## src/rtl/refclk_buf_sequencer.sv

```systemverilog
module refclk_buf_sequencer #(
  parameter int          CLK_MHZ   = 100,
  parameter int          MAX_POLLS = 64,
  parameter logic [31:0] REG_ADDR  = 32'h000A_6038
) (
  input  logic        clk,
  input  logic        rst_n,
  input  logic        start,
  input  logic        bypass,
  input  logic [2:0]  sel,
  output logic [31:0] m_addr,
  output logic        m_write,
  output logic        m_read,
  output logic [31:0] m_wdata,
  output logic [3:0]  m_byteen,
  input  logic        m_waitreq,
  input  logic [31:0] m_rdata,
  input  logic        m_rdvalid,
  output logic        refclk_ready,
  output logic        buf_lost,
  output logic        seq_error
);
  localparam int TICKS = CLK_MHZ * 100;
  localparam int TW    = $clog2(TICKS + 1);
  localparam int PW    = $clog2(MAX_POLLS + 1);

  typedef enum logic [2:0] {S_IDLE, S_BYP, S_WR, S_WAIT, S_RD, S_RDW, S_ERR} state_t;
  state_t          state;
  logic [2:0]      sel_q;
  logic [TW-1:0]   tmr;
  logic [PW-1:0]   polls;

  wire ack_bit = m_rdata[8 + sel_q];

  assign m_addr   = REG_ADDR;
  assign m_write  = (state == S_WR);
  assign m_read   = (state == S_RD);
  assign m_wdata  = 32'h1 << (16 + sel_q);
  assign m_byteen = m_write ? 4'b0100 : 4'b1111;

  always_ff @(posedge clk) begin
    if (!rst_n) begin
      state        <= S_IDLE;
      sel_q        <= '0;
      tmr          <= '0;
      polls        <= '0;
      refclk_ready <= 1'b0;
      buf_lost     <= 1'b0;
      seq_error    <= 1'b0;
    end else begin
      case (state)
        S_IDLE:
          if (bypass) begin
            state        <= S_BYP;
            refclk_ready <= 1'b1;
          end else if (start) begin
            state <= S_WR;
            sel_q <= sel;
          end
        S_WR:
          if (!m_waitreq) begin
            state <= S_WAIT;
            tmr   <= TW'(TICKS - 1);
          end
        S_WAIT:
          if (tmr == '0) state <= S_RD;
          else           tmr   <= tmr - 1'b1;
        S_RD:
          if (!m_waitreq) state <= S_RDW;
        S_RDW:
          if (m_rdvalid) begin
            tmr <= TW'(TICKS - 1);
            if (refclk_ready) begin
              if (ack_bit) buf_lost <= 1'b1;
              state <= S_WAIT;
            end else if (!ack_bit) begin
              refclk_ready <= 1'b1;
              state        <= S_WAIT;
            end else if (polls == PW'(MAX_POLLS - 1)) begin
              seq_error <= 1'b1;
              state     <= S_ERR;
            end else begin
              polls <= polls + 1'b1;
              state <= S_WAIT;
            end
          end
        default: ;
      endcase
    end
  end

  assert_one_strobe_R2: assert property (@(posedge clk) disable iff (!rst_n)
    !(m_read && m_write));
  assert_write_shape_R2: assert property (@(posedge clk) disable iff (!rst_n)
    m_write |-> (m_byteen == 4'b0100) && $onehot0(m_wdata) && (m_wdata[23:16] != 8'h00));
  assert_write_hold_R2: assert property (@(posedge clk) disable iff (!rst_n)
    m_write && m_waitreq |=> m_write && $stable(m_wdata));
  assert_read_hold_R3: assert property (@(posedge clk) disable iff (!rst_n)
    m_read && m_waitreq |=> m_read);
  assert_ready_cause_R5: assert property (@(posedge clk) disable iff (!rst_n)
    $rose(refclk_ready) |-> $past(bypass) || ($past(m_rdvalid) && !$past(ack_bit)));
  assert_error_quiet_R6: assert property (@(posedge clk) disable iff (!rst_n)
    seq_error |-> !refclk_ready && !m_read && !m_write);
  assert_lost_sticky_R7: assert property (@(posedge clk) disable iff (!rst_n)
    buf_lost |=> buf_lost && refclk_ready);
  assert_ready_sticky_R8: assert property (@(posedge clk) disable iff (!rst_n)
    refclk_ready |=> refclk_ready);
  assert_bypass_quiet_R1: assert property (@(posedge clk) disable iff (!rst_n)
    (state == S_BYP) |-> !m_read && !m_write);
endmodule

```

## config.mk

```make
export PLATFORM = sky130hd
export DESIGN_NAME = refclk_buf_sequencer
export DESIGN_NICKNAME = d
export VERILOG_FILES = /design/src/rtl/refclk_buf_sequencer.sv
export SDC_FILE = /design/constraint.sdc
export NUM_CORES = 1
export LEC_CHECK = 0
export BUFFER_PORTS_ARGS = -buffer_cell sky130_fd_sc_hd__buf_2
export CAP_MARGIN = 20
export CELL_PAD_IN_SITES_DETAIL_PLACEMENT = 0
export CELL_PAD_IN_SITES_GLOBAL_PLACEMENT = 2
export CORE_MARGIN = 1.5
export CORE_UTILIZATION = 24
export CTS_CLUSTER_DIAMETER = 80
export DETAILED_ROUTE_END_ITERATION = 10
export HOLD_SLACK_MARGIN = 0.12
export PLACE_DENSITY = 0.76
export RECOVER_POWER = 50
export SYNTH_ARGS = -nofsm -noshare
export SYNTH_HDL_FRONTEND = slang
export SYNTH_SLANG_ARGS = --single-unit
```

## constraint.sdc

```tcl
create_clock -name clk -period 2.6 [get_ports clk]
set_input_delay 0.39 -clock clk [delete_from_list [all_inputs] [get_ports clk]]
set_output_delay 0.39 -clock clk [all_outputs]
set_load 0.03 [all_outputs]
```

### Word-level counts from Yosys, hierarchy flattened

Index checks and enable logic that the tools add are counted.
Widths: inputs -> output; s select.

* register bits after elaboration: 30
* output and inout port bits: 73
* input bits: 41

* mux-type cells: 22
* bitwise gates (word level): 3
* order comparisons: 1
* eq/ne operators: 12
* reductions and logical operators: 12
* shift operators: 1
* add/sub/neg operators: 4

Operators with widths (number)
* $mux 14: 3
* $pmux 14 s3: 1
* $shl 1x6->32 const A: 1
* $mux 3: 9
* $pmux 3 s5: 1
* $logic_not 14->1: 1
* $sub 14x1->14 const B: 1
* $ne 2x2->1 const B: 6
* $reduce_and 5->1: 2
* $reduce_and 4->1: 2
* $add 7x1->7 const B: 1
* $eq 7x6->1 const B: 1
* $add 5x3->6 const A: 1
* $eq 3x2->1 const B: 2
* $eq 3x3->1 const B: 2
* $lt 5x6->1 const B: 1
* $reduce_and 3->1: 2
* $reduce_and 6->1: 1
* $add 4x3->5 const A: 1
* $bmux 1 s5: 1
* $mux 1: 5
* $reduce_bool 5->1: 1
* $mux 4: 1
* $logic_not 3->1: 1
* 5 further kinds: 7

### Longest topological paths before layout

* word-level depth: 7
* mapped depth: 8
* gate-level depth less buffers: 7

### Worst setup path before layout

Ideal clock, no wire load.

* path type: register -> register
* from: reg state[1]
* to: reg tmr[12]
* required time: 2529 ps
* slack: 711 ps
* buffers on the path: 2
* data arrival time: 1818 ps
* setup time: 71 ps
* stages on the path, launching flop included: 8
* path through: dfxtp_1 > buf_4 > or3b_1 > buf_2 > o21ai_4 > a21oi_2 > or4_1 > a21oi_1

* cells in the longest elaborated chain, start to end: 3
* elaborated cells between the ends (all ways): 9
* classes of those cells: 6 x eq/ne; 1 x mux; 2 x reduce/logical

RTL lines
* from (decl): RTL line 28 `state_t state;`
* from (signal assigned): RTL line 43 `state <= S_IDLE;`
* from (signal assigned): RTL line 54 `state <= S_BYP;`
* from (signal assigned): RTL line 57 `state <= S_WR;`
* $eq 3x2->1 or $eq 3x3->1 (tied branches): RTL line 51 `case (state)`
* $ne 2x2->1 (no source line) or $reduce_bool 3->1 (tied branches)
* $reduce_and 4->1 (no source line)
* to (signal assigned): RTL line 63 `tmr <= TW'(TICKS - 1);`
* to (signal assigned): RTL line 67 `else tmr <= tmr - 1'b1;`
* to (signal assigned): RTL line 72 `tmr <= TW'(TICKS - 1);`
* to (decl): RTL line 30 `logic [TW-1:0] tmr;`

Parallel ways exist; a longest one is shown, timed or not.
A chain may end at the register's enable or synchronous reset.

### Final worst setup path

* from: reg sel_q[1]
* to: reg state[0]

* cells in the longest elaborated chain, start to end: 7

RTL lines
* from (decl): RTL line 29 `logic [2:0] sel_q;`
* from (signal assigned): RTL line 58 `sel_q <= sel;`
* $add 4x3->5: RTL line 33 `wire ack_bit = m_rdata[8 + sel_q];`
* $bmux 1 s5: RTL line 33
* $mux 1 (not written as such): RTL line 33
* $mux 3: RTL line 76 `end else if (!ack_bit) begin`
* $mux 3: RTL line 73 `if (refclk_ready) begin`
* $mux 3: RTL line 71 `if (m_rdvalid) begin`
* $pmux 3 s5: RTL line 51
* to (signal assigned): RTL line 54
* to (signal assigned): RTL line 75 `state <= S_WAIT;`
* to (signal assigned): RTL line 78 `state <= S_WAIT;`

No other way between the ends. The select of a mux whose other input is x is not followed.

==> flow_summary.yaml <==
critical_path:
  reg2reg_slack_ps: 320
  cp_slowest_cell: "nor3_1"
  path_depth: 5
  crit_fanout: 12
  required_ps: 2790
  crit_end: "state[0]"
  worst_setup_path_start_kind: "flip-flop"
  max_stage_delay_ps: 720
  critical_path_arrival_ps: 2460
  startpoint: "sel_q[1]"
  cp.buffers_inverters: 0
  worstSetupEndpointType: "flip-flop"
  r2r-start: "sel_q[1]"
  r2r-end: "state[0]"
  path_cells: "mux2_2 -> o21ai_0 -> nor3_1 -> a41oi_1 -> a41o_1"
  path_delay_family: "simple AND/OR/NAND/NOR gates"
  reg2reg_depth: 5
  crit_type: "flip-flop to flip-flop"
timing:
  relSlewSlack: 0.446
  finalSetupViolations: 0
  rsz0062_at_grt: "no"
  worst_pin_slew_ps: 825
  fmax_mhz: 439
  tns_ps: 0
  fin_skew_ps: 12.5
  min_period_ps: 2280
  maxSlewViolCount: 0
  hold_viol: 0
  fin_crit_sh: 0.876
global_routing:
  grt_util_all_layers: 0.0894
  grt_first_pass_wirelength_mm: 7.16
  grt_max_degree: 20
  antenna_found_initial: 0
  overflow: 0
  grt_pass1_vias: 1528
cts:
  tritoncts: "yes"
  cts-resized-gates: 0
  cts_root_buf: "clkbuf_8"
  cts_setup_buffers: 0
  htreeDepth: 2
  clk_pin_slew_ps: 70
  clkLatencyLatePin_ps: 290
  cts_buffers: 5
  clock_path_buffers: 2
  clock-sinks: 30
  hold_buffers: 0
routing:
  dr.max_layer_used: "met4"
  first_pass_iters: 4
  viasPerCell: 4.42
  postRouteAntennaNets: 0
  met2WireLength_mm: 2.02
  met1Wirelength_mm: 2.17
  dr_wl_met3_um: 262
  drc_errors: 0
  wl_per_cell_um: 10.9
  drt_iter0_drc: 75
  drt-total-wl_mm: 4.52
  num_vias: 1838
logic_synthesis:
  synth.avg_cell_area_um2: 7.99
  synth_edf_count: 0
  synth_cell_types: 56
  synth_area_um2: 2220
  synth_area_leaders: "dfxtp_1 27%, buf_4 21%, nand2_1 4.2%"
  synthArstFlopShare: 0
  synth_top_area_frac: 0.270
  synthCells: 278
  ys_ff_latch: 30
  synth_ff_type: "dfxtp_1"
  synth.yosys.warnings: 0
  yosysTopAreaCell: "dfxtp_1"
  ys_seq_area_frac: 0.270
finish:
  regArea_um2: 601
  diodes: 0
  fillers: 1001
  multi_input_area_um2: 1280
  nets: 350
  final_cells: 416
  drive_gt1_frac: 0.123
  synthToLayoutAreaGrowth_pct: 4.56
power_and_ir_drop:
  ir_drop_v: 0.000271
  power_density_nw_per_um2: 1000
  p_leak_nw: 1.01
placed_design:
  dp_hpwl_mm: 3.42
  numPortBuffers: 32
  dp_cells: 408
  gp_congestion: 0.800
die:
  fp.dieW_um: 99.2
  die-area_um2: 9850
  boundaryPins: 114
  start_util: 0.251
  die_h_um: 99.2
  coreArea_um2: 8850
  rows: 34
min_path:
  min_path_type: "primary input to flip-flop"
  min_path_cells: 3
job:
  drv_cap: 0
outcome:
  outcome: "finished, final reports clean"
==> worst min-delay path by stage <==
stage / endpoint / from
floorplan: polls[1] / polls[1]
global placement: buf_lost / buf_lost
detailed placement: buf_lost / buf_lost
CTS: sel_q[0] / sel[0]
global route: sel_q[2] / sel[2]
finish: sel_q[2] / sel[2]
==> layout by cell type, fill, tap and decap left out, types with 6 or more instances in the layout <==
cell / count
o21ai_0: 6
nor2_1: 17
conb_1: 57
a31oi_1: 6
nand2_1: 25
nand2b_1: 7
a21oi_1: 15
dfxtp_1: 30
clkbuf_1: 16
or4_1: 8
inv_1: 11
nand3_1: 7
mux2i_1: 6
clkbuf_8: 6
buf_2: 17
==> layout make-up <==
type,count,area share
Multi-Input combinational cell,223,0.553
Sequential cell,30,0.258
Timing Repair Buffer,36,0.0738
Tap cell,108,0.0582
Clock buffer,7,0.0372
Inverter,11,0.0178
Clock inverter,1,0.00215
==> tightest hold or removal path, cell delays in order <==
cell and delay [ps]:
buf_2 90, nand2_1 40, mux2i_1 50
==> power breakdown <==
part	internal (W)	leakage (nW)	switching, W	total (W)
Combinational	0.000389	0.720	0.000821	0.00121
Clock	0.000213	0.0482	0.000182	0.000396
Sequential	0.000569	0.244	0.000150	0.000719
Total	0.00117	1.01	0.00115	0.00233
==> flip-flops by register name (all words and copies together) (netlist names) <==
register      count
tmr              14
sel_q             3
buf_lost          1
state             3
polls             7
refclk_ready      1
seq_error         1
==> layer usage <==
metal / vias to the layer above / track usage
li1: 932 / -
met1: 842 / 0.119
met2: 56 / 0.135
met3: 8 / 0.0365
met4: 0 / 0.0217
met5: - / 0
==> cell usage after synthesis (2+ instances only) <==
library cell,instances
a211oi_1,3
a21o_1,2
a21oi_1,15
a31oi_1,6
and3_1,2
buf_2,4
buf_4,61
clkbuf_1,4
conb_1,2
dfxtp_1,30
ha_1,2
inv_1,11
mux2_2,2
mux2i_1,6
nand2_1,25
nand2b_1,7
nand3_1,7
nand4_1,4
nor2_1,17
nor2b_1,2
nor3_1,3
nor3_2,3
nor4_1,2
o21a_1,3
o21ai_0,5
o21ai_1,6
o31ai_1,4
or3_1,5
or4_1,8
==> cell families (layout without fill, tap and decap cells) <==
kind of cell	after synthesis	count (layout)	share of synthesized area
multiplexers	8	8	0.0372
XOR/XNOR	1	1	0.00394
AND/OR/NAND/NOR	95	95	0.245
buffers and inverters	80	55	0.240
AO/OA/AOI/OAI	60	60	0.188
adder cells (fa/ha/maj)	2	2	0.0113
flip-flops	30	30	0.270
other	2	57	0.00338
==> metrics by stage <==
stage | util | total power, W | hold WS (ps) | setup WS, ps | instance area (um^2)
after floorplan | - | 0.00177 | 440 | 711 | 2430
after global placement | 0.256 | 0.00195 | 450 | 390 | 2260
after detailed placement | 0.256 | 0.00195 | 465 | 398 | 2260
after CTS | 0.266 | 0.00235 | 339 | 385 | 2350
after global routing | 0.263 | 0.00251 | 343 | 152 | 2320
final | 0.263 | 0.00233 | 339 | 321 | 2320
Note: power is estimated with default switching activity, not from simulation.
